`config.mk`:
```
export PLATFORM = sky130hd
export DESIGN_NAME = ssc_profile_gen
export DESIGN_NICKNAME = d
export VERILOG_FILES = /design/src/rtl/ssc_pkg.sv /design/src/rtl/ssc_sync.sv /design/src/rtl/ssc_settle.sv /design/src/rtl/ssc_profile.sv /design/src/rtl/ssc_profile_gen.sv
export SDC_FILE = /design/constraint.sdc
export NUM_CORES = 1
export LEC_CHECK = 0
export ABC_AREA = 1
export BUFFER_PORTS_ARGS = -buffer_cell sky130_fd_sc_hd__buf_2
export CAP_MARGIN = 20
export CORE_UTILIZATION = 55
export CTS_CLUSTER_DIAMETER = 50
export DETAILED_ROUTE_END_ITERATION = 16
export GPL_TIMING_DRIVEN = 0
export HOLD_SLACK_MARGIN = 0.06
export PLACE_DENSITY = 0.8
export SLEW_MARGIN = 20
export SYNTH_ARGS = -nofsm -noshare
export SYNTH_HDL_FRONTEND = slang
export SYNTH_HIERARCHICAL = 1
export SYNTH_SLANG_ARGS = --single-unit
```
`constraint.sdc`:
```
create_clock -name clk_i -period 3.3 [get_ports clk_i]
set_clock_uncertainty 0.1 [all_clocks]
set_input_delay 0 -clock clk_i [delete_from_list [all_inputs] [get_ports clk_i]]
set_output_delay 0 -clock clk_i [all_outputs]
set_load 0.1 [all_outputs]
```
`src/rtl/ssc_pkg.sv`:
```
`timescale 1ns/1ps
package ssc_pkg;

  typedef enum logic {
    SPREAD_DOWN   = 1'b0,
    SPREAD_CENTER = 1'b1
  } spread_e;

  typedef struct packed {
    spread_e mode;
    logic    deep;
  } ssc_cfg_t;

  // Sweep position at which the code of a given spread type is zero.
  function automatic int ssc_zero(spread_e mode, int depth_hi);
    return (mode == SPREAD_CENTER) ? depth_hi : 0;
  endfunction

  // Offset code for a sweep position 0..2*depth_hi.
  function automatic int ssc_code(int pos, ssc_cfg_t cfg, int depth_hi);
    int rel;
    if (cfg.mode == SPREAD_CENTER) begin
      rel = pos - depth_hi;
      return cfg.deep ? rel : (rel >>> 1);
    end
    return cfg.deep ? -pos : -(pos >>> 1);
  endfunction

endpackage

```
`src/rtl/ssc_sync.sv`:
```
`timescale 1ns/1ps
module ssc_sync #(
  parameter int STAGES = 2,
  parameter int W      = 4
) (
  input  logic         clk_i,
  input  logic         rst_ni,
  input  logic [W-1:0] din_i,
  output logic [W-1:0] sync_o,
  output logic [W-1:0] chg_o
);
  logic [STAGES-1:0][W-1:0] pipe_q;
  logic [W-1:0]             prev_q;

  always_ff @(posedge clk_i or negedge rst_ni) begin
    if (!rst_ni) begin
      pipe_q <= '0;
      prev_q <= '0;
    end else begin
      pipe_q[0] <= din_i;
      for (int s = 1; s < STAGES; s++) pipe_q[s] <= pipe_q[s-1];
      prev_q <= pipe_q[STAGES-1];
    end
  end

  assign sync_o = pipe_q[STAGES-1];
  assign chg_o  = pipe_q[STAGES-1] ^ prev_q;
endmodule

```
`src/rtl/ssc_settle.sv`:
```
`timescale 1ns/1ps
module ssc_settle #(
  parameter int SETTLE_CYCLES = 120000,
  localparam int CW = $clog2(SETTLE_CYCLES + 1)
) (
  input  logic clk_i,
  input  logic rst_ni,
  input  logic hold_i,
  input  logic restart_i,
  output logic ready_o
);
  localparam logic [CW-1:0] LOAD = CW'(SETTLE_CYCLES);
  logic [CW-1:0] cnt_q;

  always_ff @(posedge clk_i or negedge rst_ni) begin
    if (!rst_ni)                 cnt_q <= LOAD;
    else if (hold_i || restart_i) cnt_q <= LOAD;
    else if (cnt_q != '0)        cnt_q <= cnt_q - 1'b1;
  end

  assign ready_o = (cnt_q == '0) && !hold_i;

  p_restart_r8: assert property (@(posedge clk_i) disable iff (!rst_ni)
    restart_i |=> !ready_o);
  p_hold_r7: assert property (@(posedge clk_i) disable iff (!rst_ni)
    hold_i |=> !ready_o);
endmodule

```
`src/rtl/ssc_profile.sv`:
```
`timescale 1ns/1ps
module ssc_profile import ssc_pkg::*; #(
  parameter int DEPTH_HI      = 100,
  parameter int PERIOD_CYCLES = 741,
  localparam int CODE_W = $clog2(2 * DEPTH_HI) + 1
) (
  input  logic                     clk_i,
  input  logic                     rst_ni,
  input  logic                     run_i,
  input  ssc_cfg_t                 cfg_i,
  output logic signed [CODE_W-1:0] offset_o,
  output logic                     tick_o,
  output logic                     apply_o
);
  localparam int SPAN  = 2 * DEPTH_HI;
  localparam int TICKS = 2 * SPAN;
  localparam int QW    = $clog2(SPAN + 1);
  localparam int AW    = $clog2(PERIOD_CYCLES + TICKS + 1);

  logic [AW-1:0] acc_q, acc_sum;
  logic [QW-1:0] pos_q;
  logic          rising_q;
  ssc_cfg_t      act_q;

  assign acc_sum  = acc_q + AW'(TICKS);
  assign tick_o   = run_i && (acc_sum >= AW'(PERIOD_CYCLES));
  assign offset_o = CODE_W'(ssc_code(int'(pos_q), act_q, DEPTH_HI));
  assign apply_o  = tick_o && (offset_o == '0) && (cfg_i != act_q);

  always_ff @(posedge clk_i or negedge rst_ni) begin
    if (!rst_ni) begin
      acc_q    <= '0;
      pos_q    <= '0;
      rising_q <= 1'b1;
      act_q    <= '0;
    end else if (!run_i) begin
      acc_q    <= '0;
      act_q    <= cfg_i;
      pos_q    <= QW'(ssc_zero(cfg_i.mode, DEPTH_HI));
      rising_q <= 1'b1;
    end else begin
      acc_q <= tick_o ? acc_sum - AW'(PERIOD_CYCLES) : acc_sum;
      if (apply_o) begin
        act_q    <= cfg_i;
        pos_q    <= QW'(ssc_zero(cfg_i.mode, DEPTH_HI));
        rising_q <= 1'b1;
      end else if (tick_o) begin
        if (rising_q) begin
          if (pos_q == QW'(SPAN)) begin
            rising_q <= 1'b0;
            pos_q    <= pos_q - 1'b1;
          end else pos_q <= pos_q + 1'b1;
        end else begin
          if (pos_q == '0) begin
            rising_q <= 1'b1;
            pos_q    <= pos_q + 1'b1;
          end else pos_q <= pos_q - 1'b1;
        end
      end
    end
  end

  p_center_range_r2: assert property (@(posedge clk_i) disable iff (!rst_ni)
    (act_q.mode == SPREAD_CENTER) |-> (offset_o >= -DEPTH_HI && offset_o <= DEPTH_HI));
  p_down_range_r3: assert property (@(posedge clk_i) disable iff (!rst_ni)
    (act_q.mode == SPREAD_DOWN) |-> (offset_o <= 0 && offset_o >= -SPAN));
  p_hold_zero_r6: assert property (@(posedge clk_i) disable iff (!rst_ni)
    !run_i |=> (offset_o == '0));
  p_defer_r9: assert property (@(posedge clk_i) disable iff (!rst_ni)
    ($past(run_i) && (act_q != $past(act_q))) |-> ($past(offset_o) == '0));
endmodule

```
`src/rtl/ssc_profile_gen.sv`:
```
`timescale 1ns/1ps
module ssc_profile_gen import ssc_pkg::*; #(
  parameter int SYNC_STAGES   = 2,
  parameter int DEPTH_HI      = 100,
  parameter int PERIOD_CYCLES = 741,
  parameter int SETTLE_CYCLES = 120000,
  localparam int CODE_W = $clog2(2 * DEPTH_HI) + 1
) (
  input  logic                     clk_i,
  input  logic                     rst_ni,
  input  logic                     spread_center_i,
  input  logic                     depth_sel_i,
  input  logic                     mod_en_i,
  input  logic                     awake_i,
  output logic signed [CODE_W-1:0] offset_o,
  output logic                     clk_out_en_o,
  output logic                     ready_o
);
  logic [3:0] sync_s, chg_s;
  logic       awake_s, run_s, restart_s, tick_s, apply_s;
  ssc_cfg_t   cfg_s;

  ssc_sync #(.STAGES(SYNC_STAGES), .W(4)) u_sync (
    .clk_i  (clk_i),
    .rst_ni (rst_ni),
    .din_i  ({spread_center_i, depth_sel_i, mod_en_i, awake_i}),
    .sync_o (sync_s),
    .chg_o  (chg_s)
  );

  assign awake_s    = sync_s[0];
  assign run_s      = sync_s[0] & sync_s[1];
  assign cfg_s.mode = spread_e'(sync_s[3]);
  assign cfg_s.deep = sync_s[2];
  assign restart_s  = |chg_s;

  ssc_settle #(.SETTLE_CYCLES(SETTLE_CYCLES)) u_settle (
    .clk_i     (clk_i),
    .rst_ni    (rst_ni),
    .hold_i    (!awake_s),
    .restart_i (restart_s),
    .ready_o   (ready_o)
  );

  ssc_profile #(.DEPTH_HI(DEPTH_HI), .PERIOD_CYCLES(PERIOD_CYCLES)) u_profile (
    .clk_i    (clk_i),
    .rst_ni   (rst_ni),
    .run_i    (run_s),
    .cfg_i    (cfg_s),
    .offset_o (offset_o),
    .tick_o   (tick_s),
    .apply_o  (apply_s)
  );

  assign clk_out_en_o = awake_s;

  p_step_r5: assert property (@(posedge clk_i) disable iff (!rst_ni)
    $past(tick_s) |-> (offset_o == $past(offset_o) ||
                       offset_o == $past(offset_o) + CODE_W'(1) ||
                       offset_o == $past(offset_o) - CODE_W'(1)));
  p_quiet_r5: assert property (@(posedge clk_i) disable iff (!rst_ni)
    ($past(run_s) && !$past(tick_s)) |-> $stable(offset_o));
  p_apply_zero_r9: assert property (@(posedge clk_i) disable iff (!rst_ni)
    apply_s |=> (offset_o == '0));
  p_sleep_r7: assert property (@(posedge clk_i) disable iff (!rst_ni)
    !awake_s |=> (offset_o == '0 && !ready_o));
endmodule

```
======== Word-level counts from Yosys, hierarchy flattened ========
Index checks and enable logic that the tools add are counted.
storage, ports and cells
  output and inout bits ................... 11
  word-level logic and storage cells ...... 60
  bits in registers ....................... 51
operators by class
  magnitude comparators ................... 1
  bitwise logic cells ..................... 2
  eq/ne operators ......................... 4
  add/subtract/negate cells ............... 8
  muxes and demuxes ....................... 24
  reduce and logical (&&, ||, !) cells .... 12
operators by type and width
  cell                    count
  $mux 8                  7
  $mux 17                 2
  $mux 9                  3
  $mux 11                 2
  $logic_not 17->1        1
  $reduce_bool 17->1      1
  $sub 17x1->17 const B   1
  $add 11x9->11 const B   1
  $ge 11x10->1 const B    1
  $sub 11x10->11 const B  1
  $logic_not 9->1         1
  $neg 7->9               1
  $neg 8->9               1
  $sub 8x7->9 const B     1
  $add 8x1->8 const B     1
  $eq 8x8->1 const B      1
  $logic_not 8->1         1
  $sub 8x1->8 const B     1
  $mux 1                  7
  $mux 7                  1
  $logic_and 1x1->1       4
  $mux 2                  2
  $reduce_or 4->1         1
  $xor 4x4->4             1
  7 further kinds         7

======== Depth between registers and ports, before layout ========
  depth in word-level cells ............... 9
  mapped depth ............................ 17
  mapped depth without buffers ............ 17

======== Hierarchy ========
The synthesis kept the hierarchy.
modules (own cells, without submodules)
  module           seq. area each (sq um)  area each (sq um)  times used  cells each
  ssc_profile      551.8                   2230.9             1           350
  ssc_settle       434.2                   1086.0             1           157
  ssc_sync         300.3                   405.4              1           36
  ssc_profile_gen  0.0                     22.5               1           6

======== Worst setup path after synthesis ========
OpenSTA, ideal clock, no wires.
  kind .................................... register -> register
  start ................................... register u_profile.pos_q[2]
  end ..................................... register u_profile.pos_q[1]
  data arrival time ....................... 2556 ps
  stages on the path, launching flop included .. 14
  path slack .............................. 516 ps
  library setup time ...................... 128 ps
  cell sequence ........................... dfrtp_1 -> inv_1 -> ha_1 -> nand2_1 -> nor2_1 -> nand3_1 -> nand3_1 -> nand2_1 -> nand2_1 -> nand2_1 -> nor2_2 -> nand3_4 -> nand2_1 -> o22ai_1
between the ends
  longest elaborated chain between the ends .. 9
RTL lines
  what                                 line                   source
  start: declaration                   ssc_profile.sv:21      logic [QW-1:0] pos_q;
  start signal: assignment             ssc_profile.sv:39      pos_q <= QW'(ssc_zero(cfg_i.mode, DEPTH_HI));
  start signal: assignment             ssc_profile.sv:45      pos_q <= QW'(ssc_zero(cfg_i.mode, DEPTH_HI));
  start signal: assignment             ssc_profile.sv:51      pos_q <= pos_q - 1'b1;
  $sub 8x7->9                          ssc_pkg.sv:23          rel = pos - depth_hi;
  $mux 8                               ssc_pkg.sv:24          return cfg.deep ? rel : (rel >>> 1);
  $mux 9                               ssc_pkg.sv:22          if (cfg.mode == SPREAD_CENTER) begin
  $mux 9 (*)                           ssc_pkg.sv:26          return cfg.deep ? -pos : -(pos >>> 1);
  via offset_o[6]                      ssc_profile_gen.sv:15  output logic signed [CODE_W-1:0] offset_o,
  $logic_not 9->1 (*)                  ssc_profile.sv:28      assign apply_o = tick_o && (offset_o == '0) && (cfg_i != act_q);
  $logic_and 1x1->1 (*) (2 in series)  ssc_profile.sv:28
  $mux 8                               ssc_profile.sv:43      if (apply_o) begin
  $mux 8                               ssc_profile.sv:36      end else if (!run_i) begin
Mark *: on every way through the listed nets, which the timed path passes. The rest lies on a longest branch. The select of a mux whose other input is x is not followed.
A chain may end at the register's enable or synchronous reset.

======== Worst setup path after layout ========
  start ................................... register u_profile.pos_q[2]
  end ..................................... register u_profile.pos_q[2]
between the ends
  longest elaborated chain between the ends .. 9
RTL lines
  what                             line
  $sub 8x7->9                      ssc_pkg.sv:23
  $mux 8                           ssc_pkg.sv:24
  $mux 9                           ssc_pkg.sv:22
  $mux 9                           ssc_pkg.sv:26
  $logic_not 9->1                  ssc_profile.sv:28
  $logic_and 1x1->1 (2 in series)  ssc_profile.sv:28
  $mux 8                           ssc_profile.sv:43
  $mux 8                           ssc_profile.sv:36
Parallel ways exist; a longest one is shown, timed or not. The select of a mux whose other input is x is not followed.

==> impl_results.html <==
<table>
<tr><th>Metric</th><th>Value</th></tr>
<tr><th colspan="2">Finish</th></tr>
<tr><td>Layout net count</td><td>just under 600</td></tr>
<tr><td>Number of diodes</td><td>0</td></tr>
<tr><td>Syn-to-layout area delta</td><td>10.8%</td></tr>
<tr><td>Final instance area</td><td>4140 sq um</td></tr>
<tr><td>Fraction of final layout cells sized beyond drive strength 1</td><td>15.2%</td></tr>
<tr><th colspan="2">GRT</th></tr>
<tr><td>Gr ovfl total</td><td>0</td></tr>
<tr><td>Via count of the first global-routing pass</td><td>about 3200</td></tr>
<tr><td>Pin count of the biggest net entering global routing</td><td>22</td></tr>
<tr><td>GRT Resource Usage Total</td><td>24.5%</td></tr>
<tr><td>First-pass GRT wire length</td><td>14.1 mm</td></tr>
<tr><td>Number of antenna violations at the first check in global routing</td><td>0</td></tr>
<tr><th colspan="2">Detailed routing</th></tr>
<tr><td>Routed length per instance</td><td>12.3 um</td></tr>
<tr><td>Via/cell ratio</td><td>~5.4</td></tr>
<tr><td>Initial drt markers</td><td>272</td></tr>
<tr><td>Routed wire length</td><td>8.09 mm</td></tr>
<tr><td>DR vias</td><td>around 3500</td></tr>
<tr><td>Drc violations</td><td>0</td></tr>
<tr><td>DRT Pass-1 Iters</td><td>7</td></tr>
<tr><td>Number of nets still failing antenna checks after routing</td><td>0</td></tr>
<tr><th colspan="2">Power</th></tr>
<tr><td>Power density relative to cell area</td><td>419 nW/um^2</td></tr>
<tr><td>LEAKAGE</td><td>2.28 nW</td></tr>
<tr><td>Switching power share of the total</td><td>39.8%</td></tr>
<tr><td>Power Internal</td><td>1.05 mW</td></tr>
<tr><td>IR drop worst, VDD</td><td>0.000237 V</td></tr>
<tr><td>Clock Power Share</td><td>25.3%</td></tr>
<tr><td>Sequential Power Share</td><td>approximately two fifths</td></tr>
<tr><td>Combinational share of power</td><td>between 30% and 40%</td></tr>
<tr><td>Switching component of the power</td><td>0.690 mW</td></tr>
<tr><th colspan="2">Setup path</th></tr>
<tr><td>Combined buffer and inverter count along the critical path</td><td>2</td></tr>
<tr><td>Critical path endpoint category</td><td>flip-flop</td></tr>
<tr><td>Data arrival time of the critical path</td><td>2840 ps</td></tr>
<tr><td>Required time worst endpoint</td><td>3450 ps</td></tr>
<tr><td>Slowest-stage cell, CP</td><td>dfrtp_1</td></tr>
<tr><td>Cell family contributing the most delay on the critical path</td><td>simple AND/OR/NAND/NOR gates</td></tr>
<tr><td>Critical path class</td><td>flip-flop to flip-flop</td></tr>
<tr><td>CP Max Fanout</td><td>8</td></tr>
<tr><td>Highest cell delay on the worst timing path</td><td>500 ps</td></tr>
<tr><td>Critical-path cell list</td><td>inv_1, ha_1, inv_1, nor2_1, nand3_1, nand3_1, nand3_1, nand2_1, nand3_1, nor2_2, nand3_4, nand2_4, nand2_2, nand2_1, nand2_1, nand2_1</td></tr>
<tr><td>Kind of launch point of the worst setup path</td><td>flip-flop</td></tr>
<tr><th colspan="2">Clocking</th></tr>
<tr><td>Clock sink count</td><td>51</td></tr>
<tr><td>Skew-Pair Late Insertion Delay</td><td>approximately 300 ps</td></tr>
<tr><td>Max Root-Sink Buffers</td><td>2</td></tr>
<tr><td>Root buffer cell</td><td>clkbuf_8</td></tr>
<tr><td>Clock-pin slew on the worst setup and hold paths</td><td>100 ps</td></tr>
<tr><td>TritonCTS clock tree</td><td>built</td></tr>
<tr><td>H-tree lvl count</td><td>2</td></tr>
<tr><td>Cts bufs inserted</td><td>5</td></tr>
<tr><th colspan="2">Logic synthesis</th></tr>
<tr><td>Post-synthesis average cell area</td><td>6.84 sq um</td></tr>
<tr><td>Net count after synthesis</td><td>566</td></tr>
<tr><td>Post-synthesis cell area</td><td>~3700 sq um</td></tr>
<tr><td>Post-Synthesis Cells</td><td>546</td></tr>
<tr><td>Count of synthesis-stage warnings from yosys</td><td>6</td></tr>
<tr><th colspan="2">Hold path</th></tr>
<tr><td>Type of the most critical hold path</td><td>primary input to async pin</td></tr>
<tr><th colspan="2">Outcome</th></tr>
<tr><td>Status</td><td>completed</td></tr>
<tr><th colspan="2">Flow run</th></tr>
<tr><td>Max cap viols</td><td>0</td></tr>
<tr><th colspan="2">Place</th></tr>
<tr><td>GP Congestion</td><td>0.905</td></tr>
<tr><td>Number of I/O port buffers</td><td>16</td></tr>
<tr><td>Cell Area, Placed</td><td>3960 sq um</td></tr>
<tr><td>DPL Wire Length</td><td>6.17 mm</td></tr>
<tr><th colspan="2">Timing</th></tr>
<tr><td>Final count of pins violating max slew</td><td>0</td></tr>
<tr><td>Worst-case headroom to the max-slew limit</td><td>between 60% and 70%</td></tr>
<tr><td>Number of hold-slack violations in the final timing report</td><td>0</td></tr>
<tr><td>Achievable Freq</td><td>371 MHz</td></tr>
<tr><td>Final critical path time including I/O delays and setup</td><td>about 2700 ps</td></tr>
<tr><td>Final setup fails</td><td>0</td></tr>
<tr><td>Sum of negative setup slack</td><td>0 ps</td></tr>
<tr><td>RSZ-0062 raised after global routing</td><td>no</td></tr>
<tr><td>Tightest Pin Transition</td><td>504 ps</td></tr>
<tr><td>Final cycle utilization of the critical path</td><td>81.7%</td></tr>
<tr><th colspan="2">Floorplan</th></tr>
<tr><td>Count of pins on the block boundary</td><td>17</td></tr>
<tr><td>Die width</td><td>approximately 84 um</td></tr>
<tr><td>Starting density of the core</td><td>just under 60%</td></tr>
<tr><td>Die Footprint</td><td>around 7100 sq um</td></tr>
<tr><td>Height of the chip</td><td>about 84 um</td></tr>
<tr><td>Number of placement rows</td><td>29</td></tr>
<tr><td>Floorplan core area</td><td>6460 sq um</td></tr>
</table>
-- metal layers --
layer | global-route usage [%] | part of all wire, %
met2 | 39.2 | 46
met4 | 9.09 | 1.3
met1 | 34.2 | 48
met5 | 0 | 0
met3 | 3.34 | 4.7
-- sequential cells by signal, summed over array words and instances (netlist names) --
name                cells
u_settle/cnt_q         17
u_profile/act_q         2
u_profile/rising_q      1
u_sync/pipe_q           4
u_sync/prev_q           4
u_profile/pos_q         8
u_sync/sync_o           4
u_profile/acc_q        11
-- layout by cell type, fill, tap and decap left out, types with 2 or more instances in the layout --
master	count
nand3_1	61
nand3_4	2
nand4_1	9
ha_1	14
nor2_4	4
o21ai_1	2
inv_1	79
dlygate4sd3_1	6
nand2_2	10
buf_4	6
o21ai_0	22
nor2_2	10
or2_2	5
nand2_1	158
nor2_8	2
buf_6	3
inv_2	5
xnor2_1	4
nor3_1	7
dfstp_2	8
clkbuf_8	5
nor2_1	50
o22ai_1	7
buf_16	2
o211ai_1	3
buf_2	21
xor2_1	5
dfrtp_1	43
a21oi_1	14
-- what timing repair did --
item / CTS / global route
hold endpoints to repair: 53 / 0
gates resized for setup: 0 / 0
setup buffers: 0 / 0
hold buffers: 6 / 0
-- power groups by stage --
stage / sequential (mW) / clock [mW] / combinational (mW)
2_1_floorplan: 0.689 / 0 / 0.485
6_report: 0.685 / 0.438 / 0.612
3_5_place_dp: 0.697 / 0 / 0.599
4_1_cts: 0.685 / 0.453 / 0.607
3_3_place_gp: 0.694 / 0 / 0.581
5_1_grt: 0.690 / 0.478 / 0.673
-- worst paths after layout --
kind | from | endpoint | slack, ps | cells past startpoint
min reg2reg | u_sync/pipe_q[0]$_DFF_PN0_ | u_sync/sync_o[0]$_DFF_PN0_ | 260 | 0
min in group clk_i | depth_sel_i | u_sync/pipe_q[2]$_DFF_PN0_ | 240 | 2
max reg2reg | u_profile/pos_q[2]$_DFFE_PN0P_ | u_profile/pos_q[2]$_DFFE_PN0P_ | 610 | 16
min | rst_ni | u_profile/acc_q[9]$_DFF_PN0_ | 150 | 3
max in group asynchronous | rst_ni | u_profile/pos_q[6]$_DFFE_PN0P_ | 2010 | 3
max | u_profile/pos_q[2]$_DFFE_PN0P_ | u_profile/pos_q[2]$_DFFE_PN0P_ | 610 | 16
-- layout make-up --
class | count | area, sq um
Clock buffer | 5 | 68.8
Timing Repair Buffer | 24 | 195
Multi-Input combinational cell | 396 | 2020
Tap cell | 77 | 96.3
Sequential cell | 51 | 1290
Buffer | 15 | 108
Inverter | 84 | 315
Fill cell | 594 | 2320
Clock inverter | 3 | 43.8
-- worst register-to-register path, delay by kind of cell, from the launching register on --
kind	cells	cell delay, ps
AND/OR/NAND/NOR	13	1450
flip-flops	1	500
buffers and inverters	2	340
adder cells (fa/ha/maj)	1	250
-- stage by stage --
stage               hold slack (ps)  power, mW  utilization, %  cells  setup WS [ps]
floorplan                      -396       1.17               -    546            531
global placement               9.24       1.27            60.5    639            760
detailed placement             -186       1.30            61.4    641            693
CTS                             133       1.74            64.0    655            665
global route                    138       1.84            64.0    655            343
finish                          148       1.73            64.0    655            605
No activity file was read; power rests on OpenSTA's default activity.
